[src/rtl/split_cam_pkg.sv]
package split_cam_pkg;
  localparam int unsigned LOW_W = 4;

  typedef enum logic {ST_IDLE = 1'b0, ST_PH2 = 1'b1} cam_state_e;

  function automatic int unsigned pop16(input logic [63:0] v, input int unsigned n);
    int unsigned c;
    c = 0;
    for (int unsigned i = 0; i < n; i++) c += v[i];
    return c;
  endfunction
endpackage

[src/rtl/cam_tag_array.sv]
module cam_tag_array #(
  parameter int unsigned ENTRIES = 16,
  parameter int unsigned TAG_W   = 20,
  localparam int unsigned IDX_W  = $clog2(ENTRIES)
) (
  input  logic                            clk_i,
  input  logic                            rst_ni,
  input  logic                            wr_ok_i,
  input  logic                            busy_i,
  input  logic [IDX_W-1:0]                wr_idx_i,
  input  logic [TAG_W-1:0]                wr_tag_i,
  input  logic                            wr_valid_i,
  output logic [ENTRIES-1:0][TAG_W-1:0]   tags_o,
  output logic [ENTRIES-1:0]              vld_o
);
  logic [ENTRIES-1:0][TAG_W-1:0] tags_q;
  logic [ENTRIES-1:0]            vld_q;

  always_ff @(posedge clk_i or negedge rst_ni) begin
    if (!rst_ni) begin
      tags_q <= '0;
      vld_q  <= '0;
    end else if (wr_ok_i) begin
      tags_q[wr_idx_i] <= wr_tag_i;
      vld_q[wr_idx_i]  <= wr_valid_i;
    end
  end

  assign tags_o = tags_q;
  assign vld_o  = vld_q;

  // writes must not disturb contents while phase two reuses them
  assert_busy_hold_R9: assert property (@(posedge clk_i) disable iff (!rst_ni)
    busy_i |=> ($stable(tags_q) && $stable(vld_q)));
endmodule

[src/rtl/cam_compare.sv]
module cam_compare #(
  parameter int unsigned ENTRIES = 16,
  parameter int unsigned TAG_W   = 20
) (
  input  logic [ENTRIES-1:0][TAG_W-1:0] tags_i,
  input  logic [ENTRIES-1:0]            vld_i,
  input  logic [TAG_W-1:0]              key_i,
  input  logic [ENTRIES-1:0]            up_en_i,
  output logic [ENTRIES-1:0]            low_vec_o,
  output logic [ENTRIES-1:0]            up_vec_o
);
  import split_cam_pkg::*;
  localparam int unsigned UP_W = TAG_W - LOW_W;

  for (genvar g = 0; g < ENTRIES; g++) begin : g_row
    logic low_eq, up_eq;
    assign low_eq = tags_i[g][LOW_W-1:0] == key_i[LOW_W-1:0];
    assign up_eq  = tags_i[g][TAG_W-1 -: UP_W] == key_i[TAG_W-1 -: UP_W];
    assign low_vec_o[g] = vld_i[g] & low_eq;
    assign up_vec_o[g]  = up_en_i[g] & up_eq;  // gated upper comparator
  end
endmodule

[src/rtl/cam_lowest_enc.sv]
module cam_lowest_enc #(
  parameter int unsigned ENTRIES = 16,
  localparam int unsigned IDX_W  = $clog2(ENTRIES)
) (
  input  logic [ENTRIES-1:0] vec_i,
  output logic               any_o,
  output logic [IDX_W-1:0]   idx_o
);
  always_comb begin
    idx_o = '0;
    for (int i = ENTRIES - 1; i >= 0; i--) begin
      if (vec_i[i]) idx_o = IDX_W'(i);
    end
  end
  assign any_o = |vec_i;
endmodule

[src/rtl/split_tag_cam.sv]
module split_tag_cam #(
  parameter int unsigned ENTRIES = 16,
  parameter int unsigned TAG_W   = 20,
  localparam int unsigned IDX_W  = $clog2(ENTRIES),
  localparam int unsigned CNT_W  = $clog2(ENTRIES + 1)
) (
  input  logic               clk_i,
  input  logic               rst_ni,
  input  logic               wr_en_i,
  input  logic [IDX_W-1:0]   wr_idx_i,
  input  logic [TAG_W-1:0]   wr_tag_i,
  input  logic               wr_valid_i,
  input  logic               srch_start_i,
  input  logic [TAG_W-1:0]   srch_tag_i,
  input  logic               srch_serial_i,
  output logic               done_o,
  output logic               hit_o,
  output logic [ENTRIES-1:0] match_vec_o,
  output logic [IDX_W-1:0]   match_idx_o,
  output logic [CNT_W-1:0]   upper_cnt_o
);
  import split_cam_pkg::*;

  cam_state_e                    st_q;
  logic [TAG_W-1:0]              key_q;
  logic [ENTRIES-1:0]            low_q;
  logic [ENTRIES-1:0]            vec_q;
  logic [CNT_W-1:0]              cnt_q;
  logic                          done_q;
  logic [ENTRIES-1:0][TAG_W-1:0] tags;
  logic [ENTRIES-1:0]            vld;
  logic [ENTRIES-1:0]            low_vec, up_vec, up_en, full_vec;
  logic [TAG_W-1:0]              key;
  logic                          idle, accept, wr_ok, busy;

  assign idle   = st_q == ST_IDLE;
  assign busy   = st_q == ST_PH2;
  assign accept = srch_start_i & idle;
  assign wr_ok  = wr_en_i & idle;
  assign key    = busy ? key_q : srch_tag_i;
  assign up_en  = busy ? low_q : (srch_serial_i ? '0 : vld);
  assign full_vec = low_vec & up_vec;

  cam_tag_array #(.ENTRIES(ENTRIES), .TAG_W(TAG_W)) u_array (
    .clk_i(clk_i), .rst_ni(rst_ni), .wr_ok_i(wr_ok), .busy_i(busy),
    .wr_idx_i(wr_idx_i), .wr_tag_i(wr_tag_i), .wr_valid_i(wr_valid_i),
    .tags_o(tags), .vld_o(vld)
  );

  cam_compare #(.ENTRIES(ENTRIES), .TAG_W(TAG_W)) u_cmp (
    .tags_i(tags), .vld_i(vld), .key_i(key), .up_en_i(up_en),
    .low_vec_o(low_vec), .up_vec_o(up_vec)
  );

  cam_lowest_enc #(.ENTRIES(ENTRIES)) u_enc (
    .vec_i(vec_q), .any_o(hit_o), .idx_o(match_idx_o)
  );

  always_ff @(posedge clk_i or negedge rst_ni) begin
    if (!rst_ni) begin
      st_q   <= ST_IDLE;
      key_q  <= '0;
      low_q  <= '0;
      vec_q  <= '0;
      cnt_q  <= '0;
      done_q <= 1'b0;
    end else begin
      done_q <= 1'b0;
      if (busy) begin
        vec_q  <= full_vec;
        cnt_q  <= CNT_W'(pop16(64'(low_q), ENTRIES));
        done_q <= 1'b1;
        st_q   <= ST_IDLE;
      end else if (accept) begin
        if (!srch_serial_i) begin
          vec_q  <= full_vec;
          cnt_q  <= CNT_W'(pop16(64'(vld), ENTRIES));
          done_q <= 1'b1;
        end else if (low_vec == '0) begin
          vec_q  <= '0;   // early out, phase two skipped
          cnt_q  <= '0;
          done_q <= 1'b1;
        end else begin
          key_q <= srch_tag_i;
          low_q <= low_vec;
          st_q  <= ST_PH2;
        end
      end
    end
  end

  assign done_o      = done_q;
  assign match_vec_o = vec_q;
  assign upper_cnt_o = cnt_q;

  assert_par_lat_R3: assert property (@(posedge clk_i) disable iff (!rst_ni)
    (accept && !srch_serial_i) |=> done_o);
  assert_ph2_done_R5: assert property (@(posedge clk_i) disable iff (!rst_ni)
    busy |=> done_o);
  assert_ser_wait_R5: assert property (@(posedge clk_i) disable iff (!rst_ni)
    (accept && srch_serial_i && low_vec != '0) |=> !done_o);
  assert_early_out_R6: assert property (@(posedge clk_i) disable iff (!rst_ni)
    (accept && srch_serial_i && low_vec == '0) |=> (done_o && !hit_o && upper_cnt_o == '0));
  assert_idx_lowest_R8: assert property (@(posedge clk_i) disable iff (!rst_ni)
    hit_o |-> (match_vec_o[match_idx_o] && (match_vec_o & ((ENTRIES'(1) << match_idx_o) - ENTRIES'(1))) == '0));
  assert_gate_cnt_R4: assert property (@(posedge clk_i) disable iff (!rst_ni)
    done_o |-> (upper_cnt_o >= CNT_W'($countones(match_vec_o))));
  assert_hold_R11: assert property (@(posedge clk_i) disable iff (!rst_ni)
    !done_o |=> (done_o || ($stable(match_vec_o) && $stable(upper_cnt_o))));
endmodule

[config.mk]
export PLATFORM = sky130hd
export DESIGN_NAME = split_tag_cam
export DESIGN_NICKNAME = d
export VERILOG_FILES = /design/src/rtl/split_cam_pkg.sv /design/src/rtl/cam_tag_array.sv /design/src/rtl/cam_compare.sv /design/src/rtl/cam_lowest_enc.sv /design/src/rtl/split_tag_cam.sv
export SDC_FILE = /design/constraint.sdc
export NUM_CORES = 1
export LEC_CHECK = 0
export BUFFER_PORTS_ARGS = -buffer_cell sky130_fd_sc_hd__buf_2
export CAP_MARGIN = 5
export CORE_UTILIZATION = 60
export DETAILED_ROUTE_END_ITERATION = 16
export HOLD_SLACK_MARGIN = 0.05
export PLACE_DENSITY = 0.87
export SLEW_MARGIN = 20
export SYNTH_ARGS = -nofsm -noshare
export SYNTH_HDL_FRONTEND = slang
export SYNTH_SLANG_ARGS = --single-unit
[constraint.sdc]
create_clock -name clk_i -period 5.2 [get_ports clk_i]
set_clock_uncertainty 0.1 [all_clocks]
set_input_delay 0.52 -clock clk_i [delete_from_list [all_inputs] [get_ports clk_i]]
set_output_delay 0.52 -clock clk_i [all_outputs]
set_load 0.05 [all_outputs]
==> results.py, run 1 <==
metrics = {
    "status": {
        "status": "finished, final reports clean",
    },
    "clocking": {
        "clock-sinks": 395,
        "ctsRootBufferMaster": "clkbuf_16",
        "cts_buffers": 40,
        "htree_levels": 2,
        "cts_tree": "built",
        "postCtsResizedCells": 0,
        "clock_latency_ns": 0.55,
        "clk_pin_slew_ns": 0.06,
        "clockBufferDepth": 3,
        "post_cts.repair.setup_buffers": 0,
        "postCtsHoldBufs": 0,
    },
    "timing": {
        "rsz0062_at_grt": "no",
        "relSlewSlack_pct": 17.5,
        "post-route-period-util_pct": 77.2,
        "report.final.slew_viol_count": 0,
        "setup_violations": 0,
        "worst-slew-pin-transition_ns": 1.21,
        "finalHoldViolCount": 0,
        "fmax_mhz": 249,
        "finalSetupTns_ns": 0,
        "hold_ws_ns": 0.0325,
        "min_period_ns": 4.01,
    },
    "placement": {
        "numPortBuffers": 76,
        "post-dp-hpwl_um": 34300,
        "gp_congestion": 0.880,
    },
    "floorplanning": {
        "dieArea_sq_um": 34500,
        "die_w_um": 186,
        "ios": 77,
        "rows": 66,
        "start_util_pct": 61.6,
        "fp.dieH_um": 186,
        "core_area_sq_um": 32900,
    },
    "global_route": {
        "antenna_found_initial": 2,
        "grt_max_degree": 129,
        "gr-total-overflow": 0,
        "grt_pass1_wl_um": 83200,
        "grt.total_usage_pct": 32.7,
        "grt_pass1_vias": 13880,
    },
    "routing": {
        "drtAntennaViolNets": 0,
        "viasPerCell": 6.26,
        "first_pass_iters": 5,
        "drc": 0,
        "drt_wl_total_um": 53900,
        "vias": 13273,
        "drtIter0Drc": 1301,
        "wl_per_cell_um": 25.4,
    },
    "layout": {
        "area_growth_pct": 11.6,
        "layout_commonest_cell": "dfrtp_1",
        "seq_area_sq_um": 9890,
        "layout-drive-gt1-share_pct": 36.3,
        "fillers": 2274,
        "nets": 1728,
        "multi_input_area_sq_um": 9820,
        "insertedDiodeCount": 0,
        "layout_common_cells": "dfrtp_1, mux2_2, xor2_1",
    },
    "worst_setup_path": {
        "crit_slowest_cell": "mux2i_4",
        "max_stage_delay_ns": 0.75,
        "critPathArrivalTime_ns": 4.34,
        "end_kind": "flip-flop",
        "path_max_fanout": 16,
        "crit_type": "flip-flop to flip-flop",
        "crit_chain": "mux2i_4, buf_4, xnor2_1, nor4_1, buf_4, nor4_1, nand4_2, a21oi_2, buf_4, mux2_2",
        "cp.required_ns": 5.52,
        "crit_top_cell": "buf_4",
        "crit_path_start_kind": "flip-flop",
    },
    "yosys": {
        "synth_xor_area_share_pct": 13.3,
        "synthSimpleGateAreaFrac_pct": 6.54,
        "ys_ff_latch": 395,
        "synth.mux.area_fraction_pct": 24.2,
        "synth_fa_ha_area_share_pct": 2.60,
        "synthCells": 1572,
        "syn-num-nets": 1652,
        "synth_area_sq_um": 20200,
        "syn_avg_cell_area_sq_um": 12.9,
        "ys.warnings.count": 0,
        "ys.flop_type": "dfrtp_1",
        "synth_top_family_by_area": "multiplexers",
        "seq_area_frac_synth_pct": 48.8,
        "netlist-cell-type-count": 44,
        "synth_edf_count": 0,
        "async_flop_share_pct": 100,
        "synth-compound-area-share_pct": 1.36,
    },
    "flow_run": {
        "maxCapViolations": 0,
    },
    "worst_hold_path": {
        "holdCritPathClass": "input pin to asynchronous set/reset pin",
    },
    "power": {
        "power_density_nw_per_um2": 560,
        "ir_worst_vdd_v": 0.000486,
        "p_leak_nw": 10.0,
    },
}
==> synth_stat cells, types with 5 or more instances <==
master	n	share of area (%)
buf_6	9	0.50
mux2_2	356	20
nor2_1	16	0.30
buf_2	18	0.44
inv_1	57	1.1
mux2_4	29	2.2
xnor2_1	132	5.7
nor4_2	10	0.62
ha_1	10	0.62
nor3_1	20	0.49
nand2_1	42	0.78
xor2_1	175	7.6
mux2_1	13	0.72
buf_1	6	0.11
o21ai_0	8	0.20
nand4_1	43	1.3
dfrtp_1	395	49
nand3_1	19	0.47
clkbuf_1	54	1.0
nor4_1	45	1.4
nor2b_1	9	0.28
nand2b_1	17	0.53
a21oi_1	21	0.52
mux2i_2	13	0.88
fa_1	20	2.0
mux2i_1	5	0.25
==> per-layer routing <==
metal | routed length (um) | track usage, % | vias to the layer above
met2 | 25600 | 52.7 | 615
met1 | 21600 | 43.3 | 6890
li1 | - | - | 5569
met4 | 2800 | 16.0 | 0
met5 | 0 | 0 | -
met3 | 3950 | 5.20 | 199
==> kinds of logic (layout without fill, tap and decap cells) <==
logic type               Yosys count  after routing
multiplexers                     420            420
XOR/XNOR                         307            307
adder cells (fa/ha/maj)           30             30
buffers and inverters            145            252
flip-flops                       395            395
AND/OR/NAND/NOR                  229            229
AO/OA/AOI/OAI                     46             46
==> worst max-delay path, delay by kind of cell (launching register included) <==
kind | cells | cell delay [ns]
buf+inv | 3 | 0.80
flops | 1 | 0.52
simple gates | 3 | 0.70
xor+xnor | 1 | 0.12
compound gates | 1 | 0.50
mux | 2 | 1.13
==> final timing paths <==
check / from / end / slack (ns) / cells after the start
max: busy / match_vec_o[13] / 1.19 / 10
min: rst_ni / key_q[1] / 0.03 / 1
max reg2reg: busy / match_vec_o[13] / 1.19 / 10
min reg2reg: upper_cnt_o[2] / upper_cnt_o[2] / 0.38 / 1
max in group asynchronous: rst_ni / u_array.tags_o[11] / 3.67 / 2
min in group clk_i: srch_tag_i[14] / key_q[14] / 0.13 / 2
==> area by class of cell <==
class | instances | share of cell area, %
repair buffers | 122 | 3.44
well taps | 442 | 2.45
inverters | 57 | 0.947
clock buffers | 63 | 5.39
flip-flops and latches | 395 | 43.7
clock inverters | 10 | 0.587
multi-input cells | 1032 | 43.4
==> where the power goes <==
part           internal (mW)  leakage, nW  total, mW  switching [mW]
Clock                   1.76        0.668       2.97            1.21
Combinational           2.41         4.45       4.84            2.43
Sequential              4.09         4.89       4.86           0.773
==> per-stage QoR <==
stage / utilization [%] / power, mW / area (sq um) / setup WS [ns] / std cells
6_report: 68.8 / 12.7 / 22600 / 1.19 / 2121
5_1_grt: 68.8 / 13.3 / 22600 / 1.02 / 2121
4_1_cts: 68.7 / 12.6 / 22600 / 1.17 / 2120
3_5_place_dp: 64.6 / 9.63 / 21200 / 1.21 / 2047
3_3_place_gp: 64.6 / 9.37 / 21200 / 1.32 / 2047
2_1_floorplan: - / 8.33 / 20200 / 1.46 / 1572
==> sequential cells by signal, indices dropped and copies added, names as in the netlist <==
signal          cells
u_array.vld_o      16
done_o              1
low_q              16
key_q              20
upper_cnt_o         5
u_array.tags_o    320
busy                1
match_vec_o        16
Note: power is estimated with default switching activity, not from simulation.
==> inputs of run 2 (changes only) <==
CORE_UTILIZATION = 56   (was 60)
PLACE_DENSITY = 0.85   (was 0.87)
clock period = 3.5 ns   (was 5.2 ns; I/O delays follow)
==> run 2 against run 1 <==
The run now ends with setup timing left. Core utilization decreased by 2.4 points. Clock power rose by 48%. Routed wire length grew 2.3%. Highest routed layer unchanged. Design area rose by 4.4%. Largest power group is now combinational cells. Maximum frequency is 2.8% higher. Largest cell class unchanged. First-iteration DRC count decreased by 5.5%. Sequential power rose by 48%. Critical path depth is 2 higher. Non-clock buffer count rose by 90. Critical endpoint is now upper_cnt_o[1].
==> results.py, run 2 (synthesis results as in run 1) <==
metrics = {
    "status": {
        "status": "finished with violations",
        "violations": "setup timing",
    },
    "layout": {
        "layout-drive-gt1-share_pct": 40.0,
        "insertedDiodeCount": 0,
        "largest_reg_flops": 320,
        "fillers": 2323,
        "area_growth_pct": 16.6,
        "fin_cells": 2229,
        "layout_common_cells": "dfrtp_1, mux2_2, xor2_1",
        "nets": 1818,
        "layout_commonest_cell": "dfrtp_1",
    },
    "worst_setup_path": {
        "crit_path_start_kind": "flip-flop",
        "path_max_fanout": 2,
        "crit_type": "flip-flop to flip-flop",
        "cp.required_ns": 3.82,
        "critPathArrivalTime_ns": 4.23,
        "end_kind": "flip-flop",
    },
    "timing": {
        "setup_ws_ns": -0.407,
        "report.final.slew_viol_count": 0,
        "relSlewSlack_pct": 54.9,
        "finalSetupTns_ns": -1.49,
        "min_period_ns": 3.91,
        "rsz0062_at_grt": "yes",
        "setup_violations": 4,
        "fmax_mhz": 256,
        "worst-slew-pin-transition_ns": 0.663,
        "post-route-period-util_pct": 112,
        "finalHoldViolCount": 0,
    },
    "global_route": {
        "grt.total_usage_pct": 30.9,
        "grt_max_degree": 88,
        "grt_pass1_vias": 14313,
        "gr-total-overflow": 0,
        "antenna_found_initial": 1,
        "grt_pass1_wl_um": 85000,
    },
    "power": {
        "p_leak_nw": 10.5,
        "ir_worst_vdd_v": 0.000688,
        "power_mw": 19.9,
        "power_density_nw_per_um2": 845,
    },
    "clocking": {
        "ctsRootBufferMaster": "clkbuf_16",
        "htree_levels": 2,
        "cts_tree": "built",
        "cts_buffers": 40,
        "clk_pin_slew_ns": 0.06,
        "clock_latency_ns": 0.54,
        "clockBufferDepth": 3,
        "clock-sinks": 395,
    },
    "worst_hold_path": {
        "holdCritPathClass": "input pin to flip-flop",
    },
    "routing": {
        "drc": 0,
        "first_pass_iters": 5,
        "drtAntennaViolNets": 0,
        "viasPerCell": 6.15,
        "wl_per_cell_um": 24.7,
        "drt_wl_total_um": 55200,
        "vias": 13707,
        "drtIter0Drc": 1230,
    },
    "floorplanning": {
        "core_area_sq_um": 35600,
        "ios": 77,
        "die_w_um": 192,
        "fp.dieH_um": 192,
        "rows": 69,
        "dieArea_sq_um": 36900,
        "start_util_pct": 56.9,
    },
    "placement": {
        "gp_congestion": 0.871,
        "place_inst": 2125,
        "post-dp-hpwl_um": 34600,
        "numPortBuffers": 76,
    },
    "flow_run": {
        "maxCapViolations": 0,
    },
}
## run 2: cell count changes in the layout (fill, tap and decap cells not counted), sizes merged
cell and change:
dlygate4sd3 +21, clkbuf -8, bufinv +1, clkinv +6, buf +69
## run 2: repair_timing
action / 4_1_cts / 5_1_grt
pin swaps: 16 / 15
endpoints found under the hold margin: 95 / 0
hold buffers: 21 / 0
buffers inserted: 8 / 3
endpoints found under the setup margin: 4 / 5
resized for setup: 13 / 14
## run 2: final timing paths
check,cells past startpoint,slack (ns),from,endpoint
min reg2reg,1,0.43,u_array.tags_o[6],u_array.tags_o[6]
min in group asynchronous,2,0.30,rst_ni,key_q[9]
min,3,0.14,wr_valid_i,u_array.vld_o[7]
max reg2reg,12,-0.41,low_q[15],upper_cnt_o[1]
max in group asynchronous,3,2.05,rst_ni,u_array.tags_o[81]
max,12,-0.41,low_q[15],upper_cnt_o[1]
## run 2: layout make-up
| class | instances | area (sq um) | area share (%) |
|---|---|---|---|
| Sequential cell | 395 | 9890 | 41.9 |
| Multi-Input combinational cell | 1032 | 9890 | 41.9 |
| Timing Repair Buffer | 212 | 1710 | 7.24 |
| Clock buffer | 55 | 1140 | 4.82 |
| Tap cell | 461 | 577 | 2.44 |
| Inverter | 57 | 214 | 0.906 |
| Clock inverter | 17 | 193 | 0.816 |
## run 2: per-layer routing
metal,global-route usage (%),part of all wire [%]
met4,11.1,3.5
met2,50.8,48
met3,4.77,7.8
met5,0,0
met1,41.7,41
## run 2: critical path, cell delays in order, from the launching register on
cell      delay, ns
dfrtp_1        0.39
inv_2          0.05
fa_1           0.56
fa_1           0.46
fa_2           0.56
fa_1           0.42
inv_2          0.08
ha_4           0.13
inv_2          0.04
fa_2           0.53
nand2b_4       0.12
o31ai_2        0.08
mux2_4         0.27
## run 2: metrics by stage
stage	hold slack (ns)	setup WS, ns	area, sq um	util, %
2_1_floorplan	-0.0456	-0.236	20300	-
4_1_cts	0.130	-0.340	23500	66.2
3_5_place_dp	0.286	-0.426	21900	61.6
6_report	0.135	-0.407	23600	66.4
5_1_grt	0.161	-0.515	23600	66.4
3_3_place_gp	0.280	-0.308	21900	61.6
## run 2: power breakdown
group          internal, mW  total [mW]  switching (mW)
Combinational          4.32        8.35            4.04
Sequential             6.07        7.20            1.13
Clock                  2.58        4.39            1.81
